<file path="config.mk">
export PLATFORM = sky130hd
export DESIGN_NAME = dual_ival_timer
export DESIGN_NICKNAME = d
export VERILOG_FILES = /design/src/rtl/ditmr_pkg.sv /design/src/rtl/ditmr_acked_timer.sv /design/src/rtl/ditmr_auto_timer.sv /design/src/rtl/ditmr_regfile.sv /design/src/rtl/dual_ival_timer.sv
export SDC_FILE = /design/constraint.sdc
export NUM_CORES = 1
export LEC_CHECK = 0
export ABC_AREA = 1
export BUFFER_PORTS_ARGS = -buffer_cell sky130_fd_sc_hd__clkbuf_2
export CELL_PAD_IN_SITES_DETAIL_PLACEMENT = 1
export CELL_PAD_IN_SITES_GLOBAL_PLACEMENT = 2
export CORE_UTILIZATION = 38
export CTS_BUF_LIST = sky130_fd_sc_hd__clkbuf_4
export DETAILED_ROUTE_END_ITERATION = 12
export PLACE_DENSITY_LB_ADDON = 0.1
export SLEW_MARGIN = 20
export SYNTH_ARGS = -nofsm -noshare
export SYNTH_HDL_FRONTEND = slang
export SYNTH_SLANG_ARGS = --single-unit
</file>
<file path="constraint.sdc">
create_clock -name clk -period 5 [get_ports clk]
set_input_delay 0.5 -clock clk [delete_from_list [all_inputs] [get_ports clk]]
set_output_delay 0.5 -clock clk [all_outputs]
set_load 0.01 [all_outputs]
</file>
<file path="src/rtl/ditmr_pkg.sv">
package ditmr_pkg;
    localparam int REG_RELOAD = 0;
    localparam int REG_STATUS = 1;
    localparam int REG_MASK   = 2;
    localparam int REG_PERIOD = 3;
    localparam int REG_COUNT  = 4;
endpackage

</file>
<file path="src/rtl/ditmr_acked_timer.sv">
module ditmr_acked_timer #(
    parameter int CNT_W = 16,
    parameter int STEP  = 2
) (
    input  logic                    clk,
    input  logic                    rst_n,
    input  logic                    tick,
    input  logic                    gate,
    input  logic                    load_en,
    input  logic [CNT_W-1:0]        load_val,
    input  logic                    ack,
    output logic signed [CNT_W-1:0] reload_o,
    output logic signed [CNT_W-1:0] count_o,
    output logic                    irq_o
);
    localparam logic signed [CNT_W-1:0] STEP_V = CNT_W'(STEP);

    typedef struct packed {
        logic signed [CNT_W-1:0] reload;
        logic signed [CNT_W-1:0] count;
        logic                    irq;
    } state_t;

    state_t st_d, st_q;
    logic   armed;

    always_comb begin
        st_d  = st_q;
        armed = gate && (st_q.reload > 0) && (st_q.count > 0);
        if (load_en) begin
            st_d.reload = load_val;
            st_d.count  = load_val;
        end else if (ack) begin
            st_d.count = st_q.reload;
            st_d.irq   = 1'b0;
        end else if (tick && armed) begin
            st_d.count = st_q.count - STEP_V;
            if (st_d.count <= 0) begin
                st_d.irq = 1'b1;
            end
        end
    end

    always_ff @(posedge clk or negedge rst_n) begin
        if (!rst_n) begin
            st_q <= '0;
        end else begin
            st_q <= st_d;
        end
    end

    assign reload_o = st_q.reload;
    assign count_o  = st_q.count;
    assign irq_o    = st_q.irq;
endmodule

</file>
<file path="src/rtl/ditmr_auto_timer.sv">
module ditmr_auto_timer #(
    parameter int CNT_W = 16,
    parameter int STEP  = 5
) (
    input  logic             clk,
    input  logic             rst_n,
    input  logic             tick,
    input  logic             wr_en,
    input  logic [CNT_W-1:0] wr_val,
    output logic [CNT_W-1:0] period_o,
    output logic             pulse_o
);
    localparam int EXT_W = CNT_W + 1;
    localparam logic signed [EXT_W-1:0] STEP_V = EXT_W'(STEP);

    typedef struct packed {
        logic signed [CNT_W-1:0] period;
        logic signed [CNT_W-1:0] count;
        logic                    pulse;
    } state_t;

    state_t                  st_d, st_q;
    logic signed [EXT_W-1:0] diff;

    always_comb begin
        st_d       = st_q;
        st_d.pulse = 1'b0;
        diff       = {st_q.count[CNT_W-1], st_q.count} - STEP_V;
        if (tick && (st_q.period != 0)) begin
            if (diff <= 0) begin
                st_d.count = st_q.period;
                st_d.pulse = 1'b1;
            end else begin
                st_d.count = diff[CNT_W-1:0];
            end
        end
        if (wr_en) begin
            st_d.period = wr_val;
        end
    end

    always_ff @(posedge clk or negedge rst_n) begin
        if (!rst_n) begin
            st_q <= '0;
        end else begin
            st_q <= st_d;
        end
    end

    assign period_o = st_q.period;
    assign pulse_o  = st_q.pulse;
endmodule

</file>
<file path="src/rtl/ditmr_regfile.sv">
module ditmr_regfile
    import ditmr_pkg::*;
#(
    parameter int ADDR_W   = 3,
    parameter int CNT_W    = 16,
    parameter int GATE_BIT = 1
) (
    input  logic              clk,
    input  logic              rst_n,
    input  logic              acc_en,
    input  logic              acc_wr,
    input  logic [ADDR_W-1:0] acc_addr,
    input  logic [CNT_W-1:0]  acc_wdata,
    input  logic [CNT_W-1:0]  reload_i,
    input  logic [CNT_W-1:0]  count_i,
    input  logic [CNT_W-1:0]  period_i,
    output logic              ld_reload,
    output logic              ack_status,
    output logic              wr_period,
    output logic              gate_o,
    output logic [CNT_W-1:0]  acc_rdata
);
    typedef struct packed {
        logic [CNT_W-1:0] mask;
    } state_t;

    state_t st_d, st_q;
    logic   hit_reload, hit_status, hit_mask, hit_period;

    always_comb begin
        hit_reload = (acc_addr == ADDR_W'(REG_RELOAD));
        hit_status = (acc_addr == ADDR_W'(REG_STATUS));
        hit_mask   = (acc_addr == ADDR_W'(REG_MASK));
        hit_period = (acc_addr == ADDR_W'(REG_PERIOD));

        ld_reload  = acc_en && acc_wr && hit_reload;
        ack_status = acc_en && hit_status;
        wr_period  = acc_en && acc_wr && hit_period;

        st_d = st_q;
        if (acc_en && acc_wr && hit_mask) begin
            st_d.mask = acc_wdata;
        end

        acc_rdata = '0;
        if (acc_en && !acc_wr) begin
            if (hit_reload) begin
                acc_rdata = reload_i;
            end else if (hit_status) begin
                acc_rdata = count_i;
            end else if (hit_mask) begin
                acc_rdata = st_q.mask;
            end else if (hit_period) begin
                acc_rdata = period_i;
            end
        end
    end

    always_ff @(posedge clk or negedge rst_n) begin
        if (!rst_n) begin
            st_q <= '0;
        end else begin
            st_q <= st_d;
        end
    end

    assign gate_o = st_q.mask[GATE_BIT];
endmodule

</file>
<file path="src/rtl/dual_ival_timer.sv">
module dual_ival_timer #(
    parameter int ADDR_W   = 3,
    parameter int CNT_W    = 16,
    parameter int STEP_A   = 2,
    parameter int STEP_B   = 5,
    parameter int GATE_BIT = 1
) (
    input  logic              clk,
    input  logic              rst_n,
    input  logic              tick,
    input  logic              acc_en,
    input  logic              acc_wr,
    input  logic [ADDR_W-1:0] acc_addr,
    input  logic [CNT_W-1:0]  acc_wdata,
    output logic [CNT_W-1:0]  acc_rdata,
    output logic              irq_level,
    output logic              irq_pulse
);
    logic                    ld_reload, ack_status, wr_period, gate;
    logic signed [CNT_W-1:0] reload_w, count_w;
    logic [CNT_W-1:0]        period_w;

    ditmr_regfile #(
        .ADDR_W  (ADDR_W),
        .CNT_W   (CNT_W),
        .GATE_BIT(GATE_BIT)
    ) regs_i (
        .clk       (clk),
        .rst_n     (rst_n),
        .acc_en    (acc_en),
        .acc_wr    (acc_wr),
        .acc_addr  (acc_addr),
        .acc_wdata (acc_wdata),
        .reload_i  (reload_w),
        .count_i   (count_w),
        .period_i  (period_w),
        .ld_reload (ld_reload),
        .ack_status(ack_status),
        .wr_period (wr_period),
        .gate_o    (gate),
        .acc_rdata (acc_rdata)
    );

    ditmr_acked_timer #(
        .CNT_W(CNT_W),
        .STEP (STEP_A)
    ) acked_i (
        .clk     (clk),
        .rst_n   (rst_n),
        .tick    (tick),
        .gate    (gate),
        .load_en (ld_reload),
        .load_val(acc_wdata),
        .ack     (ack_status),
        .reload_o(reload_w),
        .count_o (count_w),
        .irq_o   (irq_level)
    );

    ditmr_auto_timer #(
        .CNT_W(CNT_W),
        .STEP (STEP_B)
    ) auto_i (
        .clk     (clk),
        .rst_n   (rst_n),
        .tick    (tick),
        .wr_en   (wr_period),
        .wr_val  (acc_wdata),
        .period_o(period_w),
        .pulse_o (irq_pulse)
    );
endmodule

</file>
Word-level counts from Yosys, hierarchy flattened --
Cells that the tools add are included. Widths: inputs -> output; s select.
Storage, ports and cells: output and inout port bits 18, input port bits 24, register bits after elaboration 82, word-level logic and storage cells 46
Cells by class: reduce and logical (&&, ||, !) cells 17, bitwise gates (word level) 1, equal/unequal tests 3, magnitude comparators 4, mux-type cells 12, add/sub/neg operators 2
Operator list (number):
- $mux 16 | 7
- $mux 17 | 2
- $gt 16x1->1 const B | 2
- $reduce_bool 32->1 | 1
- $le 17x1->1 const B | 1
- $sub 16x4->17 const B | 1
- $le 16x1->1 const B | 1
- $sub 16x3->16 const B | 1
- $logic_and 1x1->1 | 10
- $eq 3x2->1 const B | 2
- $reduce_bool 2->1 | 2
- $eq 3x1->1 const B | 1
- $logic_not 3->1 | 1
- $mux 1 | 3
- $reduce_and 3->1 | 1
- $reduce_bool 3->1 | 1
- $logic_not 1->1 | 1
- $not 1->1 | 1

Depth between registers and ports, before layout --
depth in word-level cells 7, mapped depth 18

Cells and area by module --
From an unflattened synthesis, not the netlist that was laid out.
Second synthesis, totals: cells, all modules 807, area total of the unflattened synthesis 5685.5 um^2
By module, submodules not included:
- ditmr_auto_timer | sequential area each 825.8 um^2, area each 2195.9 um^2, cells an instance 305, times used 1
- ditmr_acked_timer | sequential area each 825.8 um^2, area each 1981.9 um^2, cells an instance 266, times used 1
- ditmr_regfile | sequential area each 400.4 um^2, area each 1507.7 um^2, cells an instance 236, times used 1

Least setup slack after synthesis --
Ideal clock, no wire load.
kind in2out, start input port acc_addr[2], end output port acc_rdata[14], buffers on the path 1, stages 4, setup slack 2.931 ns, data arrival time 1.569 ns, cell sequence nor3_2 -> clkbuf_1 -> a221oi_1 -> a21boi_0
Between the ends: cells in the longest elaborated chain, start to end 6, elaborated cells on any way between the ends 9
Ends and longest elaborated chain:
- start: declaration | RTL line dual_ival_timer.sv:13 | input logic [ADDR_W-1:0] acc_addr,
- $eq 3x2->1 | RTL line ditmr_regfile.sv:34 | hit_period = (acc_addr == ADDR_W'(REG_PERIOD));
- $mux 16 | RTL line ditmr_regfile.sv:53 | end else if (hit_period) begin
- $mux 16 | RTL line ditmr_regfile.sv:51 | end else if (hit_mask) begin
- $mux 16 | RTL line ditmr_regfile.sv:49 | end else if (hit_status) begin
- $mux 16 (*) | RTL line ditmr_regfile.sv:47 | if (hit_reload) begin
- $mux 16 (*) | RTL line ditmr_regfile.sv:46 | if (acc_en && !acc_wr) begin
- end: declaration | RTL line dual_ival_timer.sv:15 | output logic [CNT_W-1:0] acc_rdata,
Mark *: on every way between the ends. The rest lies on a longest branch, timed or not.

Final worst setup path --
Same ends and word-level chain as after synthesis.

==> results.txt <==
Layout cell share with drive strength beyond 1: 0.119
Critical path type: in -> out
Antenna Nets Post-Route: 0
Cells after Synth: 710
Total setup buffers inserted after CTS: 0
Wire length of the first global-routing pass: 24800 um
WL final: 15300 um
Data arrival time of the worst path: 2.26 ns
Clock sinks: 82
Full die area: 13600 um^2
Hold crit path type: in -> async
Mapped Area: 5010 um^2
Max Slew Vio Count: 0
Seq/Total Area, Yosys: 0.410
F_max: 0.363 GHz
Fin. Hold Viols: 0
Sequential share of power: 0.408
Detailed-placement wirelength estimate: 11900 um
Slowest cell on crit path: nor2_2
Layout net count: 768
Number of global-route vias before repair: 4711
Initial DRC count: 245
PortBufs: 41
Status: complete, no violations
MaxCap Viol Count: 0
CTS buffer count: 9
Skew-Pair Late Insertion Delay: 0.44 ns
Final Cycle Share: 0.552
Syn Nets: 737
# diodes: 0
Worst path cell trace: clkbuf_2, nor2_4, inv_2, nor2_2, inv_2, nor2_1, a221oi_1, a21boi_0, clkbuf_2
Initial Util: 0.394
Max VDD drop: 0.185 mV
Met1 usage: 0.324
Layout Utilization: 0.428
Count leader, synth: nand2_1
Yosys reg bits: 82
Switching share of total power: 0.467
FF-to-FF End: auto_i.st_q[7]$_DFFE_PN0P_
Cell taking the most area after synthesis: dfrtp_1
Design area: 5450 um^2
Met2 usage: 0.413
Synth Flop Type: dfrtp_1
Post-CTS sizing: 0
Slew @ Worst Pin: 1.04 ns
Max FO, Critical Path: 16
Total core area: 12700 um^2
Placed cell count: 902
Vias/cell: 5.14
Hold_buf cts: 0
Remaining DRCs: 0
Final Setup Violations: 0
Syn avg cell area: 7.05 um^2
Vias: 4710
Area of placed instances: 5340 um^2
Endpoint class of the critical path: output port
Leak: 2.84 nW
Clock transition at path regs: 0.14 ns
CTS tree: built
CP peak stage delay: 0.40 ns
Combinational power share: 0.460
Slew HR: 0.303
Top cells by area, synth: dfrtp_1 41%, nand2_1 16%, inv_1 8.7%, o21ai_0 8.2%, nand3_1 5.3%
WP data required: 4.50 ns
Fillcell total: 1723
Ys Warns: 0
Largest net degree at the start of global routing: 83
Final std cells w/o fill: 917
IO Pins: 42
Post-route setup TNS: 0 ns
Number of flops mapped to enable cells by yosys: 0
Root buffer cell: clkbuf_4
R2r setup slk: 2.58 ns
Initial antenna violation count: 0
DRT Pass-1 Iters: 4
GRT Residual Overflow: 0
Num rows: 41
Pint: 1.39 mW
Post-layout min period: 2.76 ns
Die Ht: 117 um
RSZ-0062 raised after global routing: false
M3 GR Usage: 0.0196
Top Usage Layer GRT: met2
Clock Power Share: 0.132
Yosys top cell area share: 0.410
Layout overhead on the synthesized area: 8.77%
Yosys cell types: 37
Total power: 2.60 mW
Synth async-reset ratio: 1.00
Reg2Reg Depth: 11
Reg2reg start: auto_i.st_q[1]$_DFFE_PN0P_
Worst-case clock buffer depth: 2
Pwr dens: 478 nW/um^2
Startpoint class of the critical path: primary input
GP Congestion: 0.837
H-tree levels: 3
Clock Skews: 0.0142 ns
Most common library cells after synthesis: 211 x nand2_1, 116 x inv_1, 82 x dfrtp_1, 82 x o21ai_0, 53 x nand3_1
Sw power: 1.22 mW
Die X: 117 um
WL/cell: 16.7 um
GR Util All Layers: 0.239
==> registers in the layout, summed over array words and instances, names as in the netlist <==
name	flops
acked_i.count_o	16
regs_i.st_q	16
auto_i.st_q	16
acked_i.reload_o	16
auto_i.pulse_o	1
acked_i.irq_o	1
auto_i.period_o	16
==> layer usage <==
layer / vias to the layer above / part of all wire
li1: 2326 / -
met1: 2311 / 0.47
met2: 59 / 0.49
met3: 14 / 0.025
met4: 0 / 0.012
met5: - / 0
==> worst max path at each step <==
stage                                            endpoint  slack [ns]  cells after the start        start
after detailed placement  acked_i.count_o[14]$_DFFE_PN0P_        1.86                     11  acc_addr[2]
final                                       acc_rdata[14]        2.24                      9  acc_addr[2]
after CTS                                   acc_rdata[14]        2.22                      9  acc_addr[2]
after global routing      acked_i.count_o[14]$_DFFE_PN0P_        2.03                     12  acc_addr[2]
after global placement    acked_i.count_o[14]$_DFFE_PN0P_        1.98                     11  acc_addr[2]
after floorplan                             acc_rdata[14]        2.93                      4  acc_addr[2]
==> cells in the final DEF, fill, tap and decap left out, drive strengths merged <==
cell type,count
nand2,218
inv,122
o21ai,86
dfrtp,82
nand3,54
nor2,51
clkbuf,50
o2111ai,15
xor2,12
o211ai,8
nor3,8
a21oi,8
nand4,6
o221ai,5
clkinv,5
ha,3
buf,3
nor4,2
a221oi,1
a21boi,1
and2,1
nand3b,1
a31oi,1
o21bai,1
a22oi,1
==> cell families (layout without fill, tap and decap cells) <==
logic type      count (synthesis)  count (layout)  share of synthesized area
compound gates                127             127                      0.151
fa+ha+maj                       3               3                    0.00750
flops                          82              82                      0.410
xor+xnor                       12              12                     0.0225
simple gates                  341             341                      0.296
buf+inv                       145             180                      0.113
==> critical path: cells and delay by family <==
kind	cells	cell delay (ns)
compound gates	2	0.27
simple gates	3	0.93
buf+inv	4	0.56
==> power by group through the flow <==
| stage | sequential, mW | combinational (mW) | clock, mW |
|---|---|---|---|
| 6_report | 1.06 | 1.20 | 0.344 |
| 5_1_grt | 1.09 | 1.38 | 0.380 |
| 4_1_cts | 1.06 | 1.21 | 0.352 |
| 3_5_place_dp | 1.07 | 1.20 | 0 |
| 3_3_place_gp | 1.07 | 1.17 | 0 |
| 2_1_floorplan | 1.01 | 0.917 | 0 |
==> final cells by class <==
type / count / area, um^2 / share of cell area
Multi-Input combinational cell: 483 / 2390 / 0.438
Sequential cell: 82 / 2050 / 0.377
Inverter: 122 / 458 / 0.0841
Timing Repair Buffer: 43 / 226 / 0.0416
Tap cell: 172 / 215 / 0.0395
Clock buffer: 10 / 75.1 / 0.0138
Clock inverter: 5 / 32.5 / 0.00597
==> metrics by stage <==
step / hold WS (ns) / setup WS (ns)
finish: 0.0536 / 2.24
global route: 0.122 / 2.03
CTS: 0.267 / 2.22
detailed placement: 0.469 / 1.86
global placement: 0.464 / 1.98
floorplan: 0.204 / 2.93
(Power assumes the default switching activity.)
